<file path="config.mk">
export PLATFORM = sky130hd
export DESIGN_NAME = ctl2w_wr_slave
export DESIGN_NICKNAME = d
export VERILOG_FILES = /design/src/rtl/ctlslv_pkg.sv /design/src/rtl/ctlslv_sync.sv /design/src/rtl/ctlslv_fsm.sv /design/src/rtl/ctlslv_regbank.sv /design/src/rtl/ctl2w_wr_slave.sv
export SDC_FILE = /design/constraint.sdc
export NUM_CORES = 1
export LEC_CHECK = 0
export BUFFER_PORTS_ARGS = -buffer_cell sky130_fd_sc_hd__buf_2
export CORE_MARGIN = 2
export CORE_UTILIZATION = 62
export DETAILED_ROUTE_END_ITERATION = 10
export GPL_TIMING_DRIVEN = 0
export PLACE_DENSITY_LB_ADDON = 0.05
export SLEW_MARGIN = 15
export SYNTH_ARGS = -nofsm -noshare
export SYNTH_HDL_FRONTEND = slang
export SYNTH_SLANG_ARGS = --single-unit
</file>
<file path="constraint.sdc">
create_clock -name clk -period 4 [get_ports clk]
set_input_delay 0.4 -clock clk [delete_from_list [all_inputs] [get_ports clk]]
set_output_delay 0.4 -clock clk [all_outputs]
set_load 0.005 [all_outputs]
</file>
<file path="src/rtl/ctlslv_pkg.sv">
// Package: shared types for the write-only two-wire control slave.
// Assumes nothing beyond the standard; holds only the protocol phase encoding.
package ctlslv_pkg;

    // Protocol phase of the slave within one bus transaction.
    typedef enum logic [2:0] {
        PH_IDLE = 3'd0,  // waiting for a start condition
        PH_ADDR = 3'd1,  // receiving address + direction byte
        PH_CMD  = 3'd2,  // first don't-care byte
        PH_CNT  = 3'd3,  // second don't-care byte
        PH_DATA = 3'd4,  // register payload bytes
        PH_SKIP = 3'd5   // not addressed: silent until next start
    } phase_t;

    localparam int BYTE_W = 8;

endpackage

</file>
<file path="src/rtl/ctlslv_sync.sv">
// Module: ctlslv_sync
// Brings the asynchronous bus lines into the system clock domain through a
// STAGES-deep flop chain per line, then derives SCL edges and the start and
// stop conditions from the synchronized levels.
// Assumes the system clock oversamples SCL by well above 4x, and bus idle high.
module ctlslv_sync #(
    parameter int STAGES = 2
) (
    input  logic clk,
    input  logic rst_n,
    input  logic scl_i,
    input  logic sda_i,
    output logic scl_lvl,
    output logic sda_lvl,
    output logic scl_rise,
    output logic scl_fall,
    output logic start_det,
    output logic stop_det
);

    localparam int NLINES = 2;
    localparam int IDX_SCL = 0;
    localparam int IDX_SDA = 1;

    logic [NLINES-1:0] raw_w;
    logic [NLINES-1:0] lvl_w;
    logic [NLINES-1:0] prev_q;

    assign raw_w = {sda_i, scl_i};

    genvar g;
    generate
        for (g = 0; g < NLINES; g++) begin : g_line
            logic [STAGES-1:0] chain_q;
            // Shift one raw line through its synchronizer chain.
            always_ff @(posedge clk) begin
                if (!rst_n) begin
                    chain_q <= '1;
                end else begin
                    chain_q <= {chain_q[STAGES-2:0], raw_w[g]};
                end
            end
            assign lvl_w[g] = chain_q[STAGES-1];
        end
    endgenerate

    // Keep the previous synchronized level of both lines for edge detection.
    always_ff @(posedge clk) begin
        if (!rst_n) begin
            prev_q <= '1;
        end else begin
            prev_q <= lvl_w;
        end
    end

    assign scl_lvl   = lvl_w[IDX_SCL];
    assign sda_lvl   = lvl_w[IDX_SDA];
    assign scl_rise  = lvl_w[IDX_SCL] & ~prev_q[IDX_SCL];
    assign scl_fall  = ~lvl_w[IDX_SCL] & prev_q[IDX_SCL];
    assign start_det = lvl_w[IDX_SCL] & prev_q[IDX_SCL] & prev_q[IDX_SDA] & ~lvl_w[IDX_SDA];
    assign stop_det  = lvl_w[IDX_SCL] & prev_q[IDX_SCL] & ~prev_q[IDX_SDA] & lvl_w[IDX_SDA];

endmodule

</file>
<file path="src/rtl/ctlslv_fsm.sv">
// Module: ctlslv_fsm
// Byte receiver and protocol sequencer. Shifts bits in on SCL rise, decides
// the acknowledge on the SCL fall ending bit 8 (and issues the register write
// in that same cycle), and releases the acknowledge on the fall ending bit 9.
// Assumes synchronized, single-cycle edge and condition strobes.
module ctlslv_fsm
    import ctlslv_pkg::*;
#(
    parameter logic [6:0] DEV_ADDR = 7'h69,
    parameter int         NUM_REGS = 2,
    parameter int         IDXW     = 2
) (
    input  logic              clk,
    input  logic              rst_n,
    input  logic              scl_lvl,
    input  logic              sda_lvl,
    input  logic              scl_rise,
    input  logic              scl_fall,
    input  logic              start_det,
    input  logic              stop_det,
    output logic              ack_oe,
    output logic              wr_en,
    output logic [IDXW-1:0]   wr_idx,
    output logic [BYTE_W-1:0] wr_data
);

    localparam logic [BYTE_W-1:0] WR_ADDR_BYTE = {DEV_ADDR, 1'b0};
    localparam logic [IDXW-1:0]   IDX_END      = IDXW'(NUM_REGS);
    localparam logic [3:0]        CNT_BIT8     = 4'd8;
    localparam logic [3:0]        CNT_ACK      = 4'd9;

    phase_t            phase_q, phase_d;
    logic [3:0]        bitcnt_q, bitcnt_d;
    logic [BYTE_W-1:0] shreg_q, shreg_d;
    logic [IDXW-1:0]   idx_q, idx_d;
    logic              ack_q, ack_d;

    // Next-state logic: conditions first, then SCL edges inside a byte.
    always_comb begin
        phase_d  = phase_q;
        bitcnt_d = bitcnt_q;
        shreg_d  = shreg_q;
        idx_d    = idx_q;
        ack_d    = ack_q;
        wr_en    = 1'b0;
        if (stop_det) begin
            phase_d  = PH_IDLE;
            bitcnt_d = '0;
            ack_d    = 1'b0;
        end else if (start_det) begin
            phase_d  = PH_ADDR;
            bitcnt_d = '0;
            ack_d    = 1'b0;
            idx_d    = '0;
        end else if (phase_q == PH_IDLE || phase_q == PH_SKIP) begin
            ack_d = 1'b0;
        end else if (scl_rise) begin
            if (bitcnt_q < CNT_BIT8) begin
                shreg_d  = {shreg_q[BYTE_W-2:0], sda_lvl};
                bitcnt_d = bitcnt_q + 4'd1;
            end
        end else if (scl_fall) begin
            if (bitcnt_q == CNT_BIT8) begin
                bitcnt_d = CNT_ACK;
                unique case (phase_q)
                    PH_ADDR: begin
                        if (shreg_q == WR_ADDR_BYTE) begin
                            ack_d = 1'b1;
                        end else begin
                            phase_d  = PH_SKIP;
                            bitcnt_d = '0;
                        end
                    end
                    PH_DATA: begin
                        ack_d = 1'b1;
                        if (idx_q < IDX_END) begin
                            wr_en = 1'b1;
                            idx_d = idx_q + 1'b1;
                        end
                    end
                    default: ack_d = 1'b1;
                endcase
            end else if (bitcnt_q == CNT_ACK) begin
                ack_d    = 1'b0;
                bitcnt_d = '0;
                unique case (phase_q)
                    PH_ADDR: phase_d = PH_CMD;
                    PH_CMD:  phase_d = PH_CNT;
                    PH_CNT:  phase_d = PH_DATA;
                    default: phase_d = phase_q;
                endcase
            end
        end
    end

    // State register with synchronous active-low reset.
    always_ff @(posedge clk) begin
        if (!rst_n) begin
            phase_q  <= PH_IDLE;
            bitcnt_q <= '0;
            shreg_q  <= '0;
            idx_q    <= '0;
            ack_q    <= 1'b0;
        end else begin
            phase_q  <= phase_d;
            bitcnt_q <= bitcnt_d;
            shreg_q  <= shreg_d;
            idx_q    <= idx_d;
            ack_q    <= ack_d;
        end
    end

    assign ack_oe  = ack_q;
    assign wr_idx  = idx_q;
    assign wr_data = shreg_q;

    // the acknowledge drive only starts while SCL is low.
    p_ack_rise_scl_low_r11: assert property (@(posedge clk) disable iff (!rst_n)
        $rose(ack_q) |-> !scl_lvl);

    // an unaddressed slave never drives the line.
    p_skip_silent_r4: assert property (@(posedge clk) disable iff (!rst_n)
        (phase_q == PH_SKIP) |-> !ack_q);

    // a start always lands in address matching with the line released.
    p_start_to_addr_r2: assert property (@(posedge clk) disable iff (!rst_n)
        start_det && !stop_det |=> (phase_q == PH_ADDR) && !ack_q);

    // a stop always returns to idle.
    p_stop_to_idle_r2: assert property (@(posedge clk) disable iff (!rst_n)
        stop_det |=> (phase_q == PH_IDLE));

    // the bit counter never leaves the nine-clock frame.
    p_bitcnt_frame_r11: assert property (@(posedge clk) disable iff (!rst_n)
        bitcnt_q <= CNT_ACK);

endmodule

</file>
<file path="src/rtl/ctlslv_regbank.sv">
// Module: ctlslv_regbank
// Bank of NUM_REGS byte-wide control registers written one at a time by index.
// Assumes the writer never presents an index at or above NUM_REGS.
module ctlslv_regbank
    import ctlslv_pkg::*;
#(
    parameter int                          NUM_REGS = 2,
    parameter int                          IDXW     = 2,
    parameter logic [NUM_REGS*BYTE_W-1:0]  RST_VAL  = '0
) (
    input  logic                         clk,
    input  logic                         rst_n,
    input  logic                         wr_en,
    input  logic [IDXW-1:0]              wr_idx,
    input  logic [BYTE_W-1:0]            wr_data,
    output logic [NUM_REGS*BYTE_W-1:0]   regs_o
);

    genvar k;
    generate
        for (k = 0; k < NUM_REGS; k++) begin : g_reg
            logic [BYTE_W-1:0] byte_q;
            // Load this register when the write index selects it.
            always_ff @(posedge clk) begin
                if (!rst_n) begin
                    byte_q <= RST_VAL[k*BYTE_W +: BYTE_W];
                end else if (wr_en && (wr_idx == IDXW'(k))) begin
                    byte_q <= wr_data;
                end
            end
            assign regs_o[k*BYTE_W +: BYTE_W] = byte_q;
        end
    endgenerate

    // the sequencer never asks for a register that does not exist.
    p_idx_legal_r8: assert property (@(posedge clk) disable iff (!rst_n)
        wr_en |-> (wr_idx < IDXW'(NUM_REGS)));

    // without a write strobe the bank holds its contents.
    p_hold_without_write_r9: assert property (@(posedge clk) disable iff (!rst_n)
        !wr_en |=> $stable(regs_o));

endmodule

</file>
<file path="src/rtl/ctl2w_wr_slave.sv">
// Module: ctl2w_wr_slave (top)
// Write-only two-wire control slave: synchronizer, protocol sequencer and
// control register bank. Register 0 low bits drive the clock enables, one bit
// of register 1 drives test mode.
// Assumes NUM_CLK <= 8, NUM_REGS >= 2 and an external pull-up on the data line.
module ctl2w_wr_slave #(
    parameter logic [6:0] DEV_ADDR    = 7'h69,
    parameter int         NUM_CLK     = 5,
    parameter int         NUM_REGS    = 2,
    parameter int         SYNC_STAGES = 2,
    parameter int         TEST_BIT    = 0
) (
    input  logic               clk,
    input  logic               rst_n,
    input  logic               scl_i,
    input  logic               sda_i,
    output logic               sda_oe_o,
    output logic [NUM_CLK-1:0] clk_en_o,
    output logic               test_mode_o
);

    localparam int BW   = ctlslv_pkg::BYTE_W;
    localparam int IDXW = $clog2(NUM_REGS + 1);

    // Reset image: all clock enables set, everything else clear.
    function automatic logic [NUM_REGS*BW-1:0] reset_image();
        logic [NUM_REGS*BW-1:0] img;
        img = '0;
        img[NUM_CLK-1:0] = '1;
        return img;
    endfunction

    localparam logic [NUM_REGS*BW-1:0] RST_VAL = reset_image();

    logic scl_lvl, sda_lvl, scl_rise, scl_fall, start_det, stop_det;
    logic            wr_en;
    logic [IDXW-1:0] wr_idx;
    logic [BW-1:0]   wr_data;
    logic [NUM_REGS*BW-1:0] ctrl_w;
    logic            unused_ctrl;

    ctlslv_sync #(
        .STAGES (SYNC_STAGES)
    ) u_sync (
        .clk       (clk),
        .rst_n     (rst_n),
        .scl_i     (scl_i),
        .sda_i     (sda_i),
        .scl_lvl   (scl_lvl),
        .sda_lvl   (sda_lvl),
        .scl_rise  (scl_rise),
        .scl_fall  (scl_fall),
        .start_det (start_det),
        .stop_det  (stop_det)
    );

    ctlslv_fsm #(
        .DEV_ADDR (DEV_ADDR),
        .NUM_REGS (NUM_REGS),
        .IDXW     (IDXW)
    ) u_fsm (
        .clk       (clk),
        .rst_n     (rst_n),
        .scl_lvl   (scl_lvl),
        .sda_lvl   (sda_lvl),
        .scl_rise  (scl_rise),
        .scl_fall  (scl_fall),
        .start_det (start_det),
        .stop_det  (stop_det),
        .ack_oe    (sda_oe_o),
        .wr_en     (wr_en),
        .wr_idx    (wr_idx),
        .wr_data   (wr_data)
    );

    ctlslv_regbank #(
        .NUM_REGS (NUM_REGS),
        .IDXW     (IDXW),
        .RST_VAL  (RST_VAL)
    ) u_regs (
        .clk     (clk),
        .rst_n   (rst_n),
        .wr_en   (wr_en),
        .wr_idx  (wr_idx),
        .wr_data (wr_data),
        .regs_o  (ctrl_w)
    );

    assign clk_en_o    = ctrl_w[NUM_CLK-1:0];
    assign test_mode_o = ctrl_w[BW + TEST_BIT];
    assign unused_ctrl = ^ctrl_w;

    // the enables follow register 0 one cycle after a write of it.
    p_enable_follows_write_r12: assert property (@(posedge clk) disable iff (!rst_n)
        wr_en && (wr_idx == '0) |=> (clk_en_o == $past(wr_data[NUM_CLK-1:0])));

endmodule

</file>
==> flow_summary.json <==
{
  "grt_setup_unrepaired": "no",
  "syn_nets": 159,
  "synth_top_area_cell": "dfxtp_1",
  "worst_pin_slew_ps": 709.2,
  "clkSlewWorstSetupHoldPaths_ps": 100,
  "slowest_delay_ps": 410,
  "io_pins": 11,
  "cts_resized": 0,
  "fin_tns_setup_ps": 0,
  "vdd_drop_max_uv": 296.0,
  "drc_errors": 0,
  "fin_skew_ps": 8.634,
  "min_period_ps": 2107,
  "yosysTopAreaCellShare_pct": 40.96,
  "grt_max_degree": 11,
  "grt_antenna_before_repair": 0,
  "yosysWarningCount": 0,
  "status": "completed",
  "clockBufferDepth": 2,
  "worstSetupEndpoint": "u_regs.g_reg[0].byte_q[3]$_SDFFE_PN1P_",
  "wl_um": 2854,
  "criticalPathCategory": "reg -> reg",
  "num_rows": 17,
  "path_cells": "inv_1 -> ha_1 -> and3b_1 -> clkbuf_1 -> nand4_1 -> mux2i_1 -> nand2_1",
  "clk_latency_ps": 340,
  "cp_slowest_cell": "nand4_1",
  "synthCells": 150,
  "pre_cts_slack_ps": 1927,
  "timing.rr.start": "u_fsm.bitcnt_q[0]$_SDFFE_PP0P_",
  "crit_family": "simple AND/OR/NAND/NOR gates",
  "slew_violations": 0,
  "crit_buf_inv": 2,
  "cts_sinks": 30,
  "path_depth": 7,
  "cts_setup_buffers": 0,
  "vias_per_cell": 5.949,
  "h-tree-depth": 2,
  "antennaDiodeCount": 0,
  "layout-drive-gt1-share_pct": 13.77,
  "core_sq_mm": 0.002233,
  "fp.dieW_um": 52.64,
  "fin_crit_sh_pct": 52.67,
  "async_reset_ff_share_pct": 0,
  "fmax_mhz": 474.6,
  "hold_violations": 0,
  "reg2reg_slack_ps": 1890,
  "die_y_um": 52.64,
  "hpwl_um": 2077,
  "die-area_sq_mm": 0.002770,
  "synthDistinctLibCells": 44,
  "area_growth_pct": 11.35,
  "hold_class": "in -> reg",
  "fin_hold_ws_ps": 242.7,
  "antenna_left": 0,
  "dr.first_iter.drc_count": 37,
  "cts_tree": "done",
  "worstPathRequired_ps": 4220,
  "hold_buffers": 0,
  "netlist_area_sq_mm": 0.001466,
  "dr.pass1.iters": 4,
  "drv_cap": 0,
  "ys_seq_area_share_pct": 40.96,
  "power.density_mw_per_mm2": 354.5,
  "grt_overflow": 0,
  "crit_path_end_kind": "flop",
  "r2r_end": "u_regs.g_reg[0].byte_q[3]$_SDFFE_PN1P_",
  "worst_slack_ps": 1893,
  "leakagePower_nw": 0.6668,
  "place.gp.congestion": 0.8251,
  "critPathArrivalTime_ps": 2320,
  "worstRegToRegCells": 7,
  "synth_seq_cells": 30,
  "vias": 1160,
  "slew_headroom_pct": 52.22,
  "synth-edff-count": 0,
  "synth_flop_cell": "dfxtp_1",
  "startpoint": "u_fsm.bitcnt_q[0]$_SDFFE_PP0P_",
  "cts_root_buf": "clkbuf_4",
  "cts_inserted_buffers": 5,
  "grt_pass1_vias": 1029,
  "critPathLaunchType": "flop",
  "setup_viol": 0,
  "avgRoutedWirePerCell_um": 14.64,
  "avgSynthCellArea_sq_um": 9.776,
  "fillers": 178,
  "nNetsFinal": 176,
  "grt_pass1_wl_um": 4623,
  "synth.top_cells.by_area": "dfxtp_1 41%, mux2i_1 11%, ha_1 4.3%",
  "start_util_pct": 65.66,
  "critical_path_peak_fanout": 8,
  "grt_usage_pct": 23.79,
  "io_buffers": 10
}
==> through the flow <==
step,power [mW],utilization (%),std cells,area (sq um)
4_1_cts,0.5810,73.11,195,1633
3_3_place_gp,0.3344,69.47,188,1551
3_5_place_dp,0.3354,69.47,188,1551
6_report,0.5788,73.11,195,1633
2_1_floorplan,0.3279,-,150,1466
5_1_grt,0.6008,73.11,195,1633
==> area by class of cell <==
type	count	area, sq um	share of cell area [%]
clock inverters	1	30.03	1.839
flip-flops and latches	30	600.6	36.78
well taps	28	35.03	2.146
repair buffers	10	50.05	3.065
inverters	8	30.03	1.839
plain buffers	4	15.01	0.9195
multi-input cells	108	820.8	50.27
clock buffers	6	51.30	3.142
==> worst min path at each step <==
stage                                            from                                     end  slack [ps]  depth (start not counted)
5_1_grt                                         sda_i  u_sync.g_line[1].chain_q[0]$_SDFF_PN1_         230                          2
3_5_place_dp   u_sync.g_line[0].chain_q[0]$_SDFF_PN1_  u_sync.g_line[0].chain_q[1]$_SDFF_PN1_         400                          1
6_report                                        scl_i  u_sync.g_line[0].chain_q[0]$_SDFF_PN1_         240                          2
4_1_cts                                         scl_i  u_sync.g_line[0].chain_q[0]$_SDFF_PN1_         240                          2
3_3_place_gp   u_sync.g_line[0].chain_q[0]$_SDFF_PN1_  u_sync.g_line[0].chain_q[1]$_SDFF_PN1_         390                          1
2_1_floorplan  u_sync.g_line[0].chain_q[0]$_SDFF_PN1_  u_sync.g_line[0].chain_q[1]$_SDFF_PN1_         390                          1
==> sequential cells by signal (all words and copies together) (netlist names) <==
register               flops
u_regs.g.byte_q            6
u_fsm.ack_oe               1
u_fsm.wr_idx               2
u_fsm.bitcnt_q             4
u_sync.prev_q              2
u_fsm.phase_q              3
u_fsm.wr_data              8
u_sync.g_line.chain_q      4
==> report_power, final <==
part / leakage [nW] / internal, mW / switching [mW] / total (mW)
combinational: 0.379 / 0.00931 / 0.0144 / 0.0237
sequential: 0.243 / 0.301 / 0.00313 / 0.305
clock: 0.0443 / 0.145 / 0.105 / 0.251
total: 0.667 / 0.456 / 0.123 / 0.579
==> routing by layer <==
layer | vias up | track usage [%] | part of all wire [%]
met4 | 0 | 11.54 | 2.0
li1 | 574 | - | -
met1 | 549 | 27.53 | 45
met5 | - | 0 | 0
met3 | 5 | 8.571 | 4.9
met2 | 32 | 38.54 | 48
==> placed cells by master (no fill, tap or decap), drive strengths merged, types with 2 or more instances in the layout <==
cell type	synthesis	layout
nand3b	2	2
a21boi	2	2
nand2b	9	9
o31a	3	3
ha	5	5
o31ai	2	2
nor2b	10	10
a211oi	2	2
a31oi	5	5
nor2	5	5
xor2	2	2
nor4bb	2	2
mux2i	16	16
nor3	3	3
o21ai	4	4
o21a	2	2
clkbuf	4	10
nand2	11	11
and2	2	2
nand4	3	3
buf	0	10
dfxtp	30	30
inv	8	8
==> synth_stat cells, types with 2 or more instances <==
cell type and instances:
nand3b_1 2, o21a_1 2, nor2b_1 10, nand4_1 3
a31oi_1 5, nor2_1 5, and2_1 2, a21boi_0 2
mux2i_1 16, nand2b_1 9, dfxtp_1 30, ha_1 5
inv_1 8, o31ai_1 2, nand2_1 11, o21ai_0 2
nor4bb_1 2, clkbuf_1 4, nor3_1 3, o31a_1 3
==> kinds of logic after synthesis <==
kind of cell | Yosys count | synth area share, %
adder cells (fa/ha/maj) | 5 | 4.266
XOR/XNOR | 3 | 2.304
AND/OR/NAND/NOR | 56 | 23.21
AO/OA/AOI/OAI | 28 | 15.27
flip-flops | 30 | 40.96
multiplexers | 16 | 10.92
buffers and inverters | 12 | 3.071
Power figures use the tool's default switching activity.
